==> config.mk <==
export PLATFORM = sky130hd
export DESIGN_NAME = dptr_pair_unit
export DESIGN_NICKNAME = d
export VERILOG_FILES = /design/src/rtl/dptr_pkg.sv /design/src/rtl/dptr_ctrl.sv /design/src/rtl/dptr_reg.sv /design/src/rtl/dptr_pair_unit.sv
export SDC_FILE = /design/constraint.sdc
export NUM_CORES = 1
export LEC_CHECK = 0
export BUFFER_PORTS_ARGS = -buffer_cell sky130_fd_sc_hd__buf_2
export CAP_MARGIN = 20
export CORE_ASPECT_RATIO = 1.25
export CORE_MARGIN = 2
export CORE_UTILIZATION = 30
export CTS_BUF_LIST = sky130_fd_sc_hd__clkbuf_4 sky130_fd_sc_hd__clkbuf_8
export CTS_CLUSTER_DIAMETER = 40
export CTS_CLUSTER_SIZE = 14
export DETAILED_ROUTE_END_ITERATION = 12
export PLACE_DENSITY = 0.48
export SETUP_SLACK_MARGIN = 0.1
export SYNTH_ARGS = -nofsm -noshare
export SYNTH_HDL_FRONTEND = slang
export SYNTH_SLANG_ARGS = --single-unit
==> constraint.sdc <==
create_clock -name clk -period 4.9 [get_ports clk]
set_input_delay 0.98 -clock clk [delete_from_list [all_inputs] [get_ports clk]]
set_output_delay 0.98 -clock clk [all_outputs]
set_load 0.03 [all_outputs]
==> src/rtl/dptr_pkg.sv <==
package dptr_pkg;
  localparam int PTR_W  = 16;
  localparam int BYTE_W = 8;
  localparam int NPTR   = 2;

  localparam logic [7:0] ADDR_P0_LO = 8'h82;
  localparam logic [7:0] ADDR_P0_HI = 8'h83;
  localparam logic [7:0] ADDR_P1_LO = 8'h84;
  localparam logic [7:0] ADDR_P1_HI = 8'h85;
  localparam logic [7:0] ADDR_CTL   = 8'h86;

  localparam logic [2:0] CTL_FIXED = 3'b010;

  typedef struct packed {
    logic [NPTR-1:0] dir;
    logic            tgl_en;
    logic            auto_en;
    logic            sel;
  } ctl_t;

  function automatic logic [7:0] lo_addr(input int idx);
    return (idx == 0) ? ADDR_P0_LO : ADDR_P1_LO;
  endfunction

  function automatic logic [7:0] hi_addr(input int idx);
    return (idx == 0) ? ADDR_P0_HI : ADDR_P1_HI;
  endfunction
endpackage

==> src/rtl/dptr_ctrl.sv <==
module dptr_ctrl
  import dptr_pkg::*;
(
  input  logic       clk,
  input  logic       rst_n,
  input  logic       ctl_we,
  input  logic [7:0] wdata,
  input  logic       any_ev,
  output ctl_t       ctl,
  output logic [7:0] rd_byte
);
  ctl_t ctl_q;
  logic sel_n;

  always_comb begin
    sel_n = ctl_q.sel;
    if (ctl_we) sel_n = wdata[0];
    if (any_ev && ctl_q.tgl_en) sel_n = ~ctl_q.sel;
  end

  always_ff @(posedge clk or negedge rst_n) begin
    if (!rst_n) begin
      ctl_q <= '0;
    end else begin
      if (ctl_we) begin
        ctl_q.dir     <= wdata[7:6];
        ctl_q.tgl_en  <= wdata[5];
        ctl_q.auto_en <= wdata[4];
      end
      ctl_q.sel <= sel_n;
    end
  end

  assign ctl     = ctl_q;
  assign rd_byte = {ctl_q.dir, ctl_q.tgl_en, ctl_q.auto_en, CTL_FIXED, ctl_q.sel};

  // an event with toggle enabled flips the pre-event selection
  p_toggle_r7: assert property (@(posedge clk) disable iff (!rst_n)
    (any_ev && ctl_q.tgl_en) |=> (ctl_q.sel != $past(ctl_q.sel)));

  // no control write and no toggling event keep the selection
  p_sel_hold_r3: assert property (@(posedge clk) disable iff (!rst_n)
    (!ctl_we && !(any_ev && ctl_q.tgl_en)) |=> $stable(ctl_q.sel));
endmodule

==> src/rtl/dptr_reg.sv <==
module dptr_reg
  import dptr_pkg::*;
(
  input  logic             clk,
  input  logic             rst_n,
  input  logic             we_lo,
  input  logic             we_hi,
  input  logic [BYTE_W-1:0] wbyte,
  input  logic             load,
  input  logic [PTR_W-1:0] load_val,
  input  logic             step,
  input  logic             dir,
  output logic [PTR_W-1:0] value
);
  logic [PTR_W-1:0] val_q;

  always_ff @(posedge clk or negedge rst_n) begin
    if (!rst_n) begin
      val_q <= '0;
    end else if (load) begin
      val_q <= load_val;
    end else if (step) begin
      val_q <= dir ? val_q - 1'b1 : val_q + 1'b1;
    end else begin
      if (we_lo) val_q[BYTE_W-1:0]     <= wbyte;
      if (we_hi) val_q[PTR_W-1:BYTE_W] <= wbyte;
    end
  end

  assign value = val_q;

  // a load lands all 16 bits and beats any byte write
  p_load_r5: assert property (@(posedge clk) disable iff (!rst_n)
    load |=> (val_q == $past(load_val)));

  // an up step wraps modulo 2^16
  p_up_r9: assert property (@(posedge clk) disable iff (!rst_n)
    (step && !load && !dir) |=> (val_q == PTR_W'($past(val_q) + 1'b1)));

  // no write, load or step keeps the value
  p_quiet_r3: assert property (@(posedge clk) disable iff (!rst_n)
    (!load && !step && !we_lo && !we_hi) |=> $stable(val_q));
endmodule

==> src/rtl/dptr_pair_unit.sv <==
module dptr_pair_unit
  import dptr_pkg::*;
(
  input  logic        clk,
  input  logic        rst_n,
  input  logic [7:0]  sfr_addr,
  input  logic        sfr_wr,
  input  logic [7:0]  sfr_wdata,
  output logic [7:0]  sfr_rdata,
  input  logic        ev_inc,
  input  logic        ev_load,
  input  logic [15:0] load_val,
  input  logic        ev_code_rd,
  input  logic        ev_ext_rd,
  input  logic        ev_ext_wr,
  output logic [15:0] ptr_out
);
  ctl_t             ctl;
  logic [7:0]       ctl_rd;
  logic             acc_ev;
  logic             any_ev;
  logic [PTR_W-1:0] ptr_val [NPTR];

  assign acc_ev = ev_code_rd | ev_ext_rd | ev_ext_wr;
  assign any_ev = acc_ev | ev_inc | ev_load;

  dptr_ctrl u_ctrl (
    .clk     (clk),
    .rst_n   (rst_n),
    .ctl_we  (sfr_wr && (sfr_addr == ADDR_CTL)),
    .wdata   (sfr_wdata),
    .any_ev  (any_ev),
    .ctl     (ctl),
    .rd_byte (ctl_rd)
  );

  for (genvar g = 0; g < NPTR; g++) begin : g_ptr
    logic hit;
    assign hit = (ctl.sel == 1'(g));
    dptr_reg u_reg (
      .clk      (clk),
      .rst_n    (rst_n),
      .we_lo    (sfr_wr && (sfr_addr == lo_addr(g))),
      .we_hi    (sfr_wr && (sfr_addr == hi_addr(g))),
      .wbyte    (sfr_wdata),
      .load     (hit && ev_load),
      .load_val (load_val),
      .step     (hit && (ev_inc || (ctl.auto_en && acc_ev))),
      .dir      (ctl.dir[g]),
      .value    (ptr_val[g])
    );
  end

  assign ptr_out = ptr_val[ctl.sel];

  always_comb begin
    unique case (sfr_addr)
      ADDR_P0_LO: sfr_rdata = ptr_val[0][BYTE_W-1:0];
      ADDR_P0_HI: sfr_rdata = ptr_val[0][PTR_W-1:BYTE_W];
      ADDR_P1_LO: sfr_rdata = ptr_val[1][BYTE_W-1:0];
      ADDR_P1_HI: sfr_rdata = ptr_val[1][PTR_W-1:BYTE_W];
      ADDR_CTL:   sfr_rdata = ctl_rd;
      default:    sfr_rdata = 8'h00;
    endcase
  end

  // the decoder raises at most one event at a time
  p_one_event_r12: assert property (@(posedge clk) disable iff (!rst_n)
    $onehot0({ev_inc, ev_load, ev_code_rd, ev_ext_rd, ev_ext_wr}));

  // a load shows up on the output only if no toggle moved the selection
  p_load_seen_r8: assert property (@(posedge clk) disable iff (!rst_n)
    (ev_load && !ctl.tgl_en && !sfr_wr) |=> (ptr_out == $past(load_val)));
endmodule

After elaboration in Yosys (flattened, before gate mapping) --
Cells that the tools add are included.
Storage, ports and cells: flip-flop bits (word level) 37, input bits 40, output and inout port bits 24, word-level logic and storage cells 57
Operators by class: $add $sub $neg 4, magnitude comparators 1, eq/ne operators 5, mux-type cells 16, bitwise gates (word level) 6, reductions and logical operators 17
Operators by type and width (count):
- two-way mux 16 bit | 9
- equality test 8 bit (second input constant) | 5
- case mux 8 bit (5 select lines) | 1
- adder 16 x 1 -> 16 bit (second input constant) | 2
- two-way mux 8 bit | 4
- subtractor 16 x 1 -> 16 bit (second input constant) | 2
- nonzero test 3 bit | 4
- logical AND 1 bit | 11
- bitwise OR 1 bit | 4
- >= comparator 2 bit (second input constant) | 1
- two-way mux 1 bit | 2
- inverter 1 -> 2 bit | 1
- nonzero test 2 bit | 1
- logical OR 1 bit | 1
- inverter 1 bit | 1

Logic depth before layout (Yosys ltp) --
word-level depth 7, gate-level depth with buffers 9, mapped depth without buffers 8

Hierarchy --
A second synthesis with hierarchy kept.
Unflattened totals: cell total of the unflattened synthesis 459, area, all modules 3938.8 sq um
By module, submodules not included:
- dptr_reg (g_ptr[1].u_reg) | instances 1, cells an instance 178, area each 1514.0 sq um, seq. area each 400.4 sq um
- dptr_reg (g_ptr[0].u_reg) | instances 1, cells an instance 178, area each 1505.2 sq um, seq. area each 400.4 sq um
- dptr_pair_unit | instances 1, cells an instance 81, area each 658.1 sq um, seq. area each 0.0 sq um
- dptr_ctrl | instances 1, cells an instance 22, area each 261.5 sq um, seq. area each 125.1 sq um

Least setup slack after synthesis --
Ideal clock, no wire load.
path type input -> output, start point input sfr_addr[3], end point output sfr_rdata[1], arrival time 2210 ps, required time 3920 ps, slack 1710 ps, cell stages on the path 3, path buffers 0, cells stage by stage or4b_4 > nor3_4 > a221o_2
On the way: word-level cells in the longest chain between the ends 2, elaborated cells on any way between the ends 6, classes of those cells eq/ne (5); mux (1)
Ends and longest elaborated chain:
- start, declared | RTL line dptr_pair_unit.sv:6 | input logic [7:0] sfr_addr,
- equality test 8 bit | RTL line dptr_pair_unit.sv:57 | unique case (sfr_addr)
- case mux 8 bit (5 select lines) * | RTL line dptr_pair_unit.sv:57
- end, declared | RTL line dptr_pair_unit.sv:9 | output logic [7:0] sfr_rdata,
Mark *: on every way between the ends. The rest lies on a longest branch, timed or not.

Worst setup path after layout --
start point input sfr_addr[3], end point output sfr_rdata[4]
The elaborated chain is that of the path after synthesis.

==> flow_metrics.env <==
export IMPL_cp_cell_sequence="buf_2, or4b_4, nor3_4, a221o_2, buf_2"
export IMPL_cts_resized=0
export IMPL_drtIter0Drc=295
export IMPL_synth_simple_gate_area_share_pct=19.9
export IMPL_synth_compound_area_share_pct=31.4
export IMPL_start_util_pct=30.8
export IMPL_synthXorXnorAreaFrac_pct=4.30
export IMPL_critical_path_class="in2out"
export IMPL_coreArea_sq_um=13200
export IMPL_fp_row_count=47
export IMPL_synth_async_reset_ratio_pct=100
export IMPL_power_frac_clock_pct=7.9
export IMPL_p_sw_uw=1620
export IMPL_dpl_worst_slack_ns=1.32
export IMPL_crit_slowest_cell="or4b_4"
export IMPL_slew_viol_final=0
export IMPL_htree_levels=2
export IMPL_drv_cap=0
export IMPL_ios=64
export IMPL_crit_required_ns=3.92
export IMPL_finalHoldViolCount=0
export IMPL_clock_fmax_mhz=278
export IMPL_finalClockSkew_ns=0.00342
export IMPL_rsz0062_at_grt="no"
export IMPL_hold_path_class="reg2reg"
export IMPL_cp_startpoint="sfr_addr[3]"
export IMPL_switching_share_pct=54.7
export IMPL_grt_total_usage_pct=21.0
export IMPL_portBuffers=63
export IMPL_antenna_diode_count=0
export IMPL_cpLargestDelayFamily="simple AND/OR/NAND/NOR gates"
export IMPL_synth_common_cells="62 x nand2_1, 61 x a21oi_1, 46 x nor2_1, 43 x o21ai_0, 37 x dfrtp_1"
export IMPL_antenna_found_initial=0
export IMPL_syn_inst=519
export IMPL_grt_pass1_vias=4255
export IMPL_drive_gt1_share_pct=21.0
export IMPL_combPwrFrac_pct=67.6
export IMPL_p_seq_share_pct=24.5
export IMPL_routed_wl_microns=15000
export IMPL_die_h_microns=134
export IMPL_yosysTopAreaCell="dfrtp_1"
export IMPL_syn_area_sq_um=4070
export IMPL_clockRootBuffer="clkbuf_8"
export IMPL_crit_buf_inv=2
export IMPL_ir_drop_v=0.000301
export IMPL_placed_cells=731
export IMPL_synth_cell_types=64
export IMPL_dr_total_vias=4270
export IMPL_vias_per_cell=5.78
export IMPL_yosys_top_cells_area="dfrtp_1 23%, ha_1 8.6%, a21oi_1 7.5%"
export IMPL_powerDensity_nw_per_um2=642
export IMPL_die_area_sq_um=14500
export IMPL_clkTransAtPathRegs_ns=0.08
export IMPL_power_internal_uw=1340
export IMPL_fin_crit_sh_pct=73.5
export IMPL_post_route_min_period_ns=3.60
export IMPL_grt_start_max_net_pins=38
export IMPL_nets=637
export IMPL_cts_made_buffers=5
export IMPL_routedWlPerCell_microns=20.3
export IMPL_leakagePower_uw=0.00197
export IMPL_grt_pass1_wl_microns=23400
export IMPL_status="finished, final reports clean"
export IMPL_synth_seq_area_share_pct=22.7
export IMPL_stdcell_area_sq_um=4610
export IMPL_postCtsHoldBufs=0
export IMPL_tns_ns=0
export IMPL_timing_hold_ws_ns=0.587
export IMPL_cts_tree="yes"
export IMPL_critPathMaxFanout=10
export IMPL_hpwlAfterDp_microns=12000
export IMPL_drtAntennaViolNets=0
export IMPL_synthFlopType="dfrtp_1"
export IMPL_post_cts_buffers=0
export IMPL_fin_cells=739
export IMPL_min_delay_start="g_ptr[0].u_reg.value[6]"
export IMPL_cts_buffer_depth=2
export IMPL_max_stage_delay_ns=0.58
export IMPL_cts_sinks=37
export IMPL_yosysTopAreaCellShare_pct=22.7
export IMPL_ys_ff_latch=37
export IMPL_finalSetupViolCount=0
export IMPL_muxShareOfSynthArea_pct=8.76
export IMPL_crit_arrival_ns=2.62
export IMPL_place_area_sq_um=4520
export IMPL_synth_edf_count=0
export IMPL_relSlewSlack_pct=29.6
export IMPL_drc=0
export IMPL_timing_rr_start="u_ctrl.ctl[3]"
export IMPL_ys_warn_count=0
export IMPL_first_pass_iters=5
export IMPL_worst_slack_ns=1.30
export IMPL_yosysMostFrequentCell="nand2_1"
export IMPL_worst_setup_path_end_kind="output port"
export IMPL_syn_num_nets=589
export IMPL_die_w_microns=108
export IMPL_areaGrowthSynthToFinish_pct=13.3
export IMPL_clock_latency_ns=0.30
export IMPL_synthAdderAreaFrac_pct=9.59
export IMPL_overflow=0
export IMPL_avgSynthCellArea_sq_um=7.84
export IMPL_synth_top_family_by_area="compound AO/OA/AOI/OAI gates"
export IMPL_cp_start_kind="input pin"
export IMPL_globalplace_congestion=0.856
export IMPL_tightestPinTransition_ns=1.05
export IMPL_crit_top_cell="buf_2"
[area by class of cell]
| cell class | instances | area, sq um |
|---|---|---|
| well taps | 171 | 214 |
| clock buffers | 8 | 91.3 |
| repair buffers | 67 | 345 |
| fillers | 1444 | 8620 |
| multi-input cells | 449 | 3010 |
| flip-flops and latches | 37 | 926 |
| inverters | 7 | 26.3 |
[worst reg2reg max path, cell delays in order, from the launching register on]
cell and delay, ns:
dfrtp_1 0.69, ha_1 0.52, nand2_1 0.08, nor3b_1 0.29, o211ai_1 0.25, a211oi_2 0.46
mux2i_1 0.23, o221ai_1 0.14, a211o_1 0.31
[stage by stage]
step / util (%) / power, uW
2_1_floorplan: - / 2150
3_3_place_gp: 34.2 / 2690
3_5_place_dp: 34.2 / 2710
4_1_cts: 34.9 / 2960
5_1_grt: 34.9 / 3220
6_report: 34.9 / 2960
[power by group through the flow]
stage | combinational, uW | sequential, uW | clock, uW
floorplan | 1580 | 568 | 0
global placement | 1960 | 728 | 0
detailed placement | 1980 | 729 | 0
CTS | 1990 | 723 | 240
global route | 2220 | 751 | 251
finish | 2000 | 725 | 235
[state kept, by name (all words and copies together) (netlist names)]
name	count
u_ctrl.ctl	5
g_ptr.u_reg.value	32
[final timing paths]
check,to,slack [ns],cells past startpoint
worst min register to register,g_ptr[0].u_reg.value[6],0.59,2
min in group asynchronous,g_ptr[0].u_reg.value[3],0.80,1
max in group asynchronous,g_ptr[1].u_reg.value[4],3.51,1
worst max register to register,g_ptr[0].u_reg.value[15],1.84,8
worst min-delay path,g_ptr[0].u_reg.value[6],0.59,2
worst max-delay path,sfr_rdata[4],1.30,5
[kinds of logic (layout without fill, tap and decap cells)]
group / Yosys count / count (layout)
simple gates: 167 / 167
fa+ha+maj: 30 / 30
buf+inv: 33 / 82
mux: 33 / 33
compound gates: 199 / 199
flops: 37 / 37
xor+xnor: 20 / 20
[placed cells by master (no fill, tap or decap), types with 13 or more instances in the layout]
cell type / instances
a21oi_1: 61
buf_2: 63
dfrtp_1: 37
ha_1: 28
mux2_2: 21
nand2_1: 62
nor2_1: 46
o211ai_1: 13
o21ai_0: 43
xnor2_1: 13
[metal layers]
metal  vias to the layer above  GRT usage [%]  share of wire, %
li1                       2060              -                 -
met1                      2059           25.7                43
met2                       122           37.2                50
met3                        29           1.85               3.2
met4                         0           8.97               3.8
met5                         -              0                 0
Power figures use the tool's default switching activity.
